**config.mk**
```make
export PLATFORM = sky130hd
export DESIGN_NAME = xtr_frame_decoder
export DESIGN_NICKNAME = d
export VERILOG_FILES = /design/src/rtl/xtr_pkg.sv /design/src/rtl/xtr_code_classify.sv /design/src/rtl/xtr_hdr_capture.sv /design/src/rtl/xtr_beat_stage.sv /design/src/rtl/xtr_frame_decoder.sv
export SDC_FILE = /design/constraint.sdc
export NUM_CORES = 1
export LEC_CHECK = 0
export ABC_AREA = 1
export ABC_CLOCK_PERIOD_IN_PS = 2850
export BUFFER_PORTS_ARGS = -buffer_cell sky130_fd_sc_hd__buf_2
export CAP_MARGIN = 20
export CORE_MARGIN = 2
export CORE_UTILIZATION = 50
export DETAILED_ROUTE_END_ITERATION = 16
export GPL_ROUTABILITY_DRIVEN = 1
export GPL_TIMING_DRIVEN = 0
export PLACE_DENSITY = 0.82
export SETUP_SLACK_MARGIN = 0.15
export SYNTH_ARGS = -nofsm -noshare
export SYNTH_HDL_FRONTEND = slang
export SYNTH_SLANG_ARGS = --single-unit
```
**constraint.sdc**
```tcl
create_clock -name clk -period 2.85 [get_ports clk]
set_input_delay 0 -clock clk [delete_from_list [all_inputs] [get_ports clk]]
set_output_delay 0 -clock clk [all_outputs]
set_load 0.05 [all_outputs]
```
**src/rtl/xtr_pkg.sv**
```systemverilog
package xtr_pkg;

  localparam int PORT_W = 7;

  typedef enum logic [2:0] {
    K_DATA,
    K_EOF,
    K_PRUNE,
    K_ABORT,
    K_ESC,
    K_IDLE
  } word_kind_e;

  typedef enum logic [1:0] {
    ST_HDR,
    ST_BODY,
    ST_ESC,
    ST_PRUNE
  } dec_state_e;

  function automatic logic [31:0] bswap32(input logic [31:0] w);
    return {w[7:0], w[15:8], w[23:16], w[31:24]};
  endfunction

endpackage

```
**src/rtl/xtr_code_classify.sv**
```systemverilog
module xtr_code_classify import xtr_pkg::*; (
  input  logic [31:0] word,
  input  logic        swap,
  output word_kind_e  kind,
  output logic [2:0]  eof_bytes
);

  logic [31:0] cmp;

  always_comb begin
    cmp       = swap ? bswap32(word) : word;
    kind      = K_DATA;
    eof_bytes = 3'd4;
    if (cmp[31:3] == 29'h1000_0000) begin
      case (cmp[2:0])
        3'd4:    kind = K_PRUNE;
        3'd5:    kind = K_ABORT;
        3'd6:    kind = K_ESC;
        3'd7:    kind = K_IDLE;
        default: begin
          kind      = K_EOF;
          eof_bytes = 3'd4 - {1'b0, cmp[1:0]};
        end
      endcase
    end
  end

endmodule

```
**src/rtl/xtr_hdr_capture.sv**
```systemverilog
module xtr_hdr_capture import xtr_pkg::*; #(
  parameter int HDR_WORDS = 9,
  parameter int TS_OFS    = 2,
  parameter int FWD_OFS   = 27
) (
  input  logic                         clk,
  input  logic                         rst,
  input  logic                         wr_en,
  input  logic [$clog2(HDR_WORDS)-1:0] wr_idx,
  input  logic [31:0]                  wr_data,
  output logic [PORT_W-1:0]            src_port,
  output logic [31:0]                  tstamp
);

  localparam int IDX_W    = $clog2(HDR_WORDS);
  localparam int N_FIELD  = 8;
  localparam int PORT_LSB = 6;

  logic [7:0] fbyte [N_FIELD];

  // Only the eight bytes that hold fields are kept, each in its own register.
  for (genvar g = 0; g < N_FIELD; g++) begin : g_field
    localparam int FB = (g < 4) ? (TS_OFS + g) : (FWD_OFS + g - 4);
    always_ff @(posedge clk) begin
      if (rst)
        fbyte[g] <= '0;
      else if (wr_en && wr_idx == IDX_W'(FB / 4))
        fbyte[g] <= wr_data[31 - 8 * (FB % 4) -: 8];
    end
  end

  logic [31:0] fwd_word;

  always_comb begin
    tstamp   = {fbyte[0], fbyte[1], fbyte[2], fbyte[3]};
    fwd_word = {fbyte[4], fbyte[5], fbyte[6], fbyte[7]};
    src_port = fwd_word[PORT_LSB +: PORT_W];
  end


  idx_range_chk: assert property (@(posedge clk) disable iff (rst)
    wr_en |-> (32'(wr_idx) < HDR_WORDS));

endmodule

```
**src/rtl/xtr_beat_stage.sv**
```systemverilog
module xtr_beat_stage import xtr_pkg::*; #(
  parameter int NUM_PORTS = 65
) (
  input  logic              clk,
  input  logic              rst,
  input  logic              push,
  input  logic [31:0]       push_data,
  input  logic              end_ok,
  input  logic [2:0]        end_bytes,
  input  logic              end_drop,
  input  logic [PORT_W-1:0] hdr_port,
  input  logic [31:0]       hdr_ts,
  output logic              out_valid,
  output logic [31:0]       out_data,
  output logic [3:0]        out_keep,
  output logic              out_last,
  output logic              out_good,
  output logic              out_hdr_valid,
  output logic [PORT_W-1:0] out_src_port,
  output logic [31:0]       out_tstamp
);

  // Two-word hold: the newest word may be the check sequence.
  logic [31:0] hold_old, hold_new;
  logic [1:0]  fill;
  logic        first;

  logic        emit, emit_last, emit_good, port_ok;
  logic [31:0] emit_data;
  logic [3:0]  emit_keep;

  always_comb begin
    port_ok   = 32'(hdr_port) < NUM_PORTS;
    emit      = 1'b0;
    emit_last = 1'b0;
    emit_good = 1'b0;
    emit_data = '0;
    emit_keep = '0;
    if (push && fill == 2'd2) begin
      emit      = 1'b1;
      emit_data = hold_old;
      emit_keep = 4'hF;
    end
    if (end_ok || end_drop) begin
      emit      = 1'b1;
      emit_last = 1'b1;
      if (end_ok && fill == 2'd2) begin
        emit_data = hold_old;
        emit_keep = 4'hF >> (3'd4 - end_bytes);
        emit_good = port_ok;
      end
    end
  end

  always_ff @(posedge clk) begin
    if (rst) begin
      hold_old      <= '0;
      hold_new      <= '0;
      fill          <= '0;
      first         <= 1'b1;
      out_valid     <= 1'b0;
      out_data      <= '0;
      out_keep      <= '0;
      out_last      <= 1'b0;
      out_good      <= 1'b0;
      out_hdr_valid <= 1'b0;
      out_src_port  <= '0;
      out_tstamp    <= '0;
    end else begin
      out_valid     <= emit;
      out_last      <= emit && emit_last;
      out_good      <= emit && emit_good;
      out_hdr_valid <= emit && first;
      if (emit) begin
        out_data     <= emit_data;
        out_keep     <= emit_keep;
        out_src_port <= hdr_port;
        out_tstamp   <= hdr_ts;
        first        <= 1'b0;
      end
      if (push) begin
        case (fill)
          2'd0: begin
            hold_old <= push_data;
            fill     <= 2'd1;
          end
          2'd1: begin
            hold_new <= push_data;
            fill     <= 2'd2;
          end
          default: begin
            hold_old <= hold_new;
            hold_new <= push_data;
          end
        endcase
      end
      if (end_ok || end_drop) begin
        fill  <= '0;
        first <= 1'b1;
      end
    end
  end


  full_keep_chk: assert property (@(posedge clk) disable iff (rst)
    (out_valid && !out_last) |-> (out_keep == 4'hF));

  keep_contig_chk: assert property (@(posedge clk) disable iff (rst)
    out_valid |-> (out_keep == 4'h0 || out_keep == 4'h1 || out_keep == 4'h3 ||
                   out_keep == 4'h7 || out_keep == 4'hF));

  drop_beat_chk: assert property (@(posedge clk) disable iff (rst)
    (out_valid && out_keep == 4'h0) |-> (out_last && !out_good));

  good_port_chk: assert property (@(posedge clk) disable iff (rst)
    (out_valid && out_good) |-> (32'(out_src_port) < NUM_PORTS));

  hdr_beat_chk: assert property (@(posedge clk) disable iff (rst)
    out_hdr_valid |-> out_valid);

  fill_range_chk: assert property (@(posedge clk) disable iff (rst)
    fill != 2'd3);

endmodule

```
**src/rtl/xtr_frame_decoder.sv**
```systemverilog
module xtr_frame_decoder import xtr_pkg::*; #(
  parameter int HDR_WORDS = 9,
  parameter int NUM_PORTS = 65,
  parameter int TS_OFS    = 2,
  parameter int FWD_OFS   = 27
) (
  input  logic              clk,
  input  logic              rst,
  input  logic              swap_cfg,
  input  logic              in_valid,
  input  logic [31:0]       in_data,
  output logic              out_valid,
  output logic [31:0]       out_data,
  output logic [3:0]        out_keep,
  output logic              out_last,
  output logic              out_good,
  output logic              out_hdr_valid,
  output logic [PORT_W-1:0] out_src_port,
  output logic [31:0]       out_tstamp
);

  localparam int IDX_W = $clog2(HDR_WORDS);

  dec_state_e        st;
  logic [IDX_W-1:0]  hdr_cnt;
  word_kind_e        kind;
  logic [2:0]        eof_bytes;
  logic              hdr_wr, push, end_ok, end_drop;
  logic [PORT_W-1:0] hdr_port;
  logic [31:0]       hdr_ts;

  xtr_code_classify u_cls (
    .word      (in_data),
    .swap      (swap_cfg),
    .kind      (kind),
    .eof_bytes (eof_bytes)
  );

  always_comb begin
    hdr_wr   = in_valid && st == ST_HDR;
    push     = in_valid && ((st == ST_BODY && kind == K_DATA) || st == ST_ESC);
    end_ok   = in_valid && st == ST_BODY && kind == K_EOF;
    end_drop = in_valid && ((st == ST_BODY && kind == K_ABORT) || st == ST_PRUNE);
  end

  always_ff @(posedge clk) begin
    if (rst) begin
      st      <= ST_HDR;
      hdr_cnt <= '0;
    end else if (in_valid) begin
      case (st)
        ST_HDR: begin
          if (hdr_cnt == IDX_W'(HDR_WORDS - 1)) begin
            hdr_cnt <= '0;
            st      <= ST_BODY;
          end else begin
            hdr_cnt <= hdr_cnt + 1'b1;
          end
        end
        ST_BODY: begin
          case (kind)
            K_EOF, K_ABORT: st <= ST_HDR;
            K_PRUNE:        st <= ST_PRUNE;
            K_ESC:          st <= ST_ESC;
            default:        st <= ST_BODY;
          endcase
        end
        ST_ESC:   st <= ST_BODY;
        default:  st <= ST_HDR;
      endcase
    end
  end

  xtr_hdr_capture #(
    .HDR_WORDS (HDR_WORDS),
    .TS_OFS    (TS_OFS),
    .FWD_OFS   (FWD_OFS)
  ) u_hdr (
    .clk      (clk),
    .rst      (rst),
    .wr_en    (hdr_wr),
    .wr_idx   (hdr_cnt),
    .wr_data  (in_data),
    .src_port (hdr_port),
    .tstamp   (hdr_ts)
  );

  xtr_beat_stage #(
    .NUM_PORTS (NUM_PORTS)
  ) u_beat (
    .clk           (clk),
    .rst           (rst),
    .push          (push),
    .push_data     (in_data),
    .end_ok        (end_ok),
    .end_bytes     (eof_bytes),
    .end_drop      (end_drop),
    .hdr_port      (hdr_port),
    .hdr_ts        (hdr_ts),
    .out_valid     (out_valid),
    .out_data      (out_data),
    .out_keep      (out_keep),
    .out_last      (out_last),
    .out_good      (out_good),
    .out_hdr_valid (out_hdr_valid),
    .out_src_port  (out_src_port),
    .out_tstamp    (out_tstamp)
  );


  hdr_silent_chk: assert property (@(posedge clk) disable iff (rst)
    (in_valid && st == ST_HDR) |=> !out_valid);

  idle_silent_chk: assert property (@(posedge clk) disable iff (rst)
    (in_valid && st == ST_BODY && kind == K_IDLE) |=> !out_valid);

  abort_end_chk: assert property (@(posedge clk) disable iff (rst)
    (in_valid && st == ST_BODY && kind == K_ABORT) |=> (out_valid && out_last && !out_good));

  prune_end_chk: assert property (@(posedge clk) disable iff (rst)
    (in_valid && st == ST_PRUNE) |=> (out_valid && out_last && out_keep == 4'h0));

  esc_resume_chk: assert property (@(posedge clk) disable iff (rst)
    (in_valid && st == ST_ESC) |=> (st == ST_BODY));

endmodule

```
==> flow_summary.toml <==
[yosys]
synth_flop_cell = "dfxtp_1"
netlist_instances = 1181
synthArstFlopShare_pct = 0
yosysWarnings = 0
synth.area.top_cells = "dfxtp_1 (35%), edfxtp_1 (14%), nor2_1 (12%)"
ys_ff_latch = 191
synth_top_cell_by_area = "dfxtp_1"
yosys-top-cells-count = "nor2_1 (272), nand2_1 (260), dfxtp_1 (152), inv_1 (128), o21ai_0 (71)"
ys_seq_area_share_pct = 48.8
synth.avg_cell_area_sq_um = 7.31
syn-num-nets = 1227
post-synth-top-area-fraction_pct = 35.2
syn-cell-area_sq_um = 8630
synth_cell_type_count = 33
yosysMostFrequentCell = "nor2_1"
synth-edff-count = 39

[clocking]
clockBufferDepth = 2
clock_sinks = 191
cts_tree = "done"
cts-htree-levels = 4
clk_pin_slew_worst_paths_ps = 70
cts_setup_buffers = 0
cts_root_buf = "clkbuf_16"
cts_made_buffers = 17
insertion_delay_ps = 450

[min_path]
holdPathStages = 5
hp-class = "in2reg"
holdPathEnd = "u_beat.hold_new[7]"
hold_start = "in_data[7]"

[power]
p_seq_share_pct = 51.2
p_sw_share_pct = 24.9
p_sw_mw = 1.37
power.share.combinational_pct = 5.7
total_power_mw = 5.51
powerDensity_nw_per_um2 = 533
intPower_mw = 4.14
ir_worst_vdd_mv = 0.436
clock_power_share_pct = 43.2
power.leakage_nw = 5.07

[global_route]
grt_max_degree = 19
antenna_found_initial = 0
grt_pass1_vias = 7299
overflow = 0
grt_usage_pct = 26.1
grt_pass1_wl_um = 36900

[critical_path]
worstPathCellList = "dlygate4sd3_1 -> buf_2 -> inv_1 -> nand2_1 -> o21ai_2 -> inv_1 -> ha_1 -> nor2_2 -> nor2_1 -> o31ai_1 -> nand2_1 -> nand2_2 -> nand3_4 -> nand2_1 -> inv_2 -> buf_2 -> nor2_1 -> nor2_1"
r2r_cells = 5
worstPathRequired_ps = 3190
start_kind = "input port"
crit_buf_inv = 6
r2r-start = "st[1]"
path_class = "in2reg"
regToRegSetupSlack_ps = 580
cp_slowest_stage_delay_ps = 530
worstPathArrival_ps = 2870
cp_max_fo = 10
crit_path_top_delay_cell = "dlygate4sd3_1"
cp_top_family = "buffers and inverters"
r2r_end = "u_hdr.fbyte[3][4]"
endpoint_kind = "flop"

[timing]
worst_pin_slew_ps = 724
holdWs_ps = 26.2
fmax_ghz = 0.396
rsz0062_at_grt = "true"
layout_setup_ws_ps = 322
setup_viol = 0
slew_headroom_pct = 51.6
fin_skew_ps = 11.2
tns_ps = 0
finalHoldViolations = 0
min_period_ps = 2530
min_period_over_period_pct = 88.7
slew_viol_final = 0

[final_layout]
nets = 1388
area_growth_pct = 19.9
fillers = 1533
diodes = 0
final_cells = 1580
fin_util_pct = 60.5
drive_gt1_share_pct = 14.8
fin_area_sq_um = 10400

[drt]
routedWlPerCell_um = 15.0
first_pass_iters = 6
ant_nets = 0
drc = 0
wirelength_um = 23700
routed_via_density = 5.09
drt_iter0_drc = 789
vias = 8045

[die]
core_area_sq_um = 17100
die_w_um = 135
initial_core_util_pct = 50.4
pin_count = 115
die_y_um = 135
core.rowCount = 48
die_area_sq_um = 18300

[placed_design]
placed_area_sq_um = 9480
io_buffers = 112
pre_cts_slack_ps = 234
dp.cells = 1518
place_congestion = 0.975
dp_hpwl_um = 17100

[run_status]
status = "finished clean"

[run]
maxCapViolCount = 0
[cells by family (layout without fill, tap and decap cells)]
logic type,Yosys count,count (layout),share of synthesized area [%]
simple gates,662,662,32.7
fa+ha+maj,10,10,1.45
buf+inv,196,370,9.84
flops,191,191,48.8
compound gates,122,122,7.22
[per-layer routing]
metal | vias to the layer above | global-route usage (%) | routed length (um)
met2 | 274 | 43.8 | 11300
li1 | 4003 | - | -
met4 | 0 | 9.09 | 530
met5 | - | 0 | 0
met1 | 3725 | 34.2 | 10400
met3 | 43 | 4.68 | 1450
[state kept, by name, indices dropped and copies added, names as in the netlist]
| register | flops |
|---|---|
| u_beat.out_good | 1 |
| u_beat.hold_new | 32 |
| u_beat.fill | 2 |
| u_hdr.fbyte | 39 |
| u_beat.out_last | 1 |
| u_beat.out_keep | 4 |
| out_tstamp | 32 |
| u_beat.out_data | 32 |
| u_beat.hold_old | 32 |
| u_beat.out_src_port | 7 |
| st | 2 |
| u_beat.out_hdr_valid | 1 |
| u_beat.out_valid | 1 |
| hdr_cnt | 4 |
| u_beat.first | 1 |
[how the worst max path moves through the flow]
stage	startpoint	to	slack, ps	depth (start not counted)
global placement	swap_cfg	out_tstamp[26]	220	16
floorplan	st[0]	u_hdr.fbyte[3][0]	710	5
global route	in_data[24]	out_tstamp[26]	150	18
detailed placement	swap_cfg	out_tstamp[26]	230	16
CTS	in_data[1]	u_beat.out_data[3]	270	15
finish	in_data[24]	out_tstamp[26]	320	18
[layout by cell type, fill, tap and decap left out, types with 3 or more instances in the layout]
cell type      synthesis  final
buf_4                  7      7
nand3_1               56     56
nor2_2                 2      3
buf_2                 22    134
buf_1                  5      5
inv_1                128    128
nand2_2                4      4
inv_2                  5      5
o21ai_1                5      7
clkbuf_1              21     22
nor3_1                10     10
ha_1                  10     10
clkinv_4               0      3
dfxtp_1              152    152
nand3b_1              40     40
buf_6                  8      8
o21ai_0               71     69
nand4_1                8      8
nor2_4                 4      4
dlygate4sd3_1          0     30
nor2_1               272    271
clkbuf_16              0     17
inv_8                  0      3
inv_6                  0      5
edfxtp_1              39     39
a21oi_1               41     41
nand2_1              260    260
[power groups by stage]
stage                     clock (mW)  combinational, mW  sequential (mW)
after floorplan                    0              0.161             2.88
after global placement             0              0.267             2.88
after detailed placement           0              0.269             2.88
after CTS                       2.39              0.303             2.82
after global routing            2.50              0.341             2.82
final                           2.38              0.313             2.82
[tightest hold or removal path: stages]
cell,delay [ps]
buf_2,120
inv_1,100
nand2_1,80
nand2_1,40
nor2_1,80
[layout make-up]
class	instances	area [sq um]	area share (%)
Clock inverter	14	144	1.39
Timing Repair Buffer	142	861	8.32
Multi-Input combinational cell	794	3570	34.5
Buffer	63	350	3.38
Tap cell	225	282	2.72
Clock buffer	18	429	4.15
Sequential cell	191	4210	40.7
Inverter	133	499	4.82
[timing repair]
item,4_1_cts,5_1_grt
setup endpoints to repair,0,103
hold endpoints to repair,59,0
gates resized for setup,0,3
hold buffers,30,0
Power figures use the tool's default switching activity.
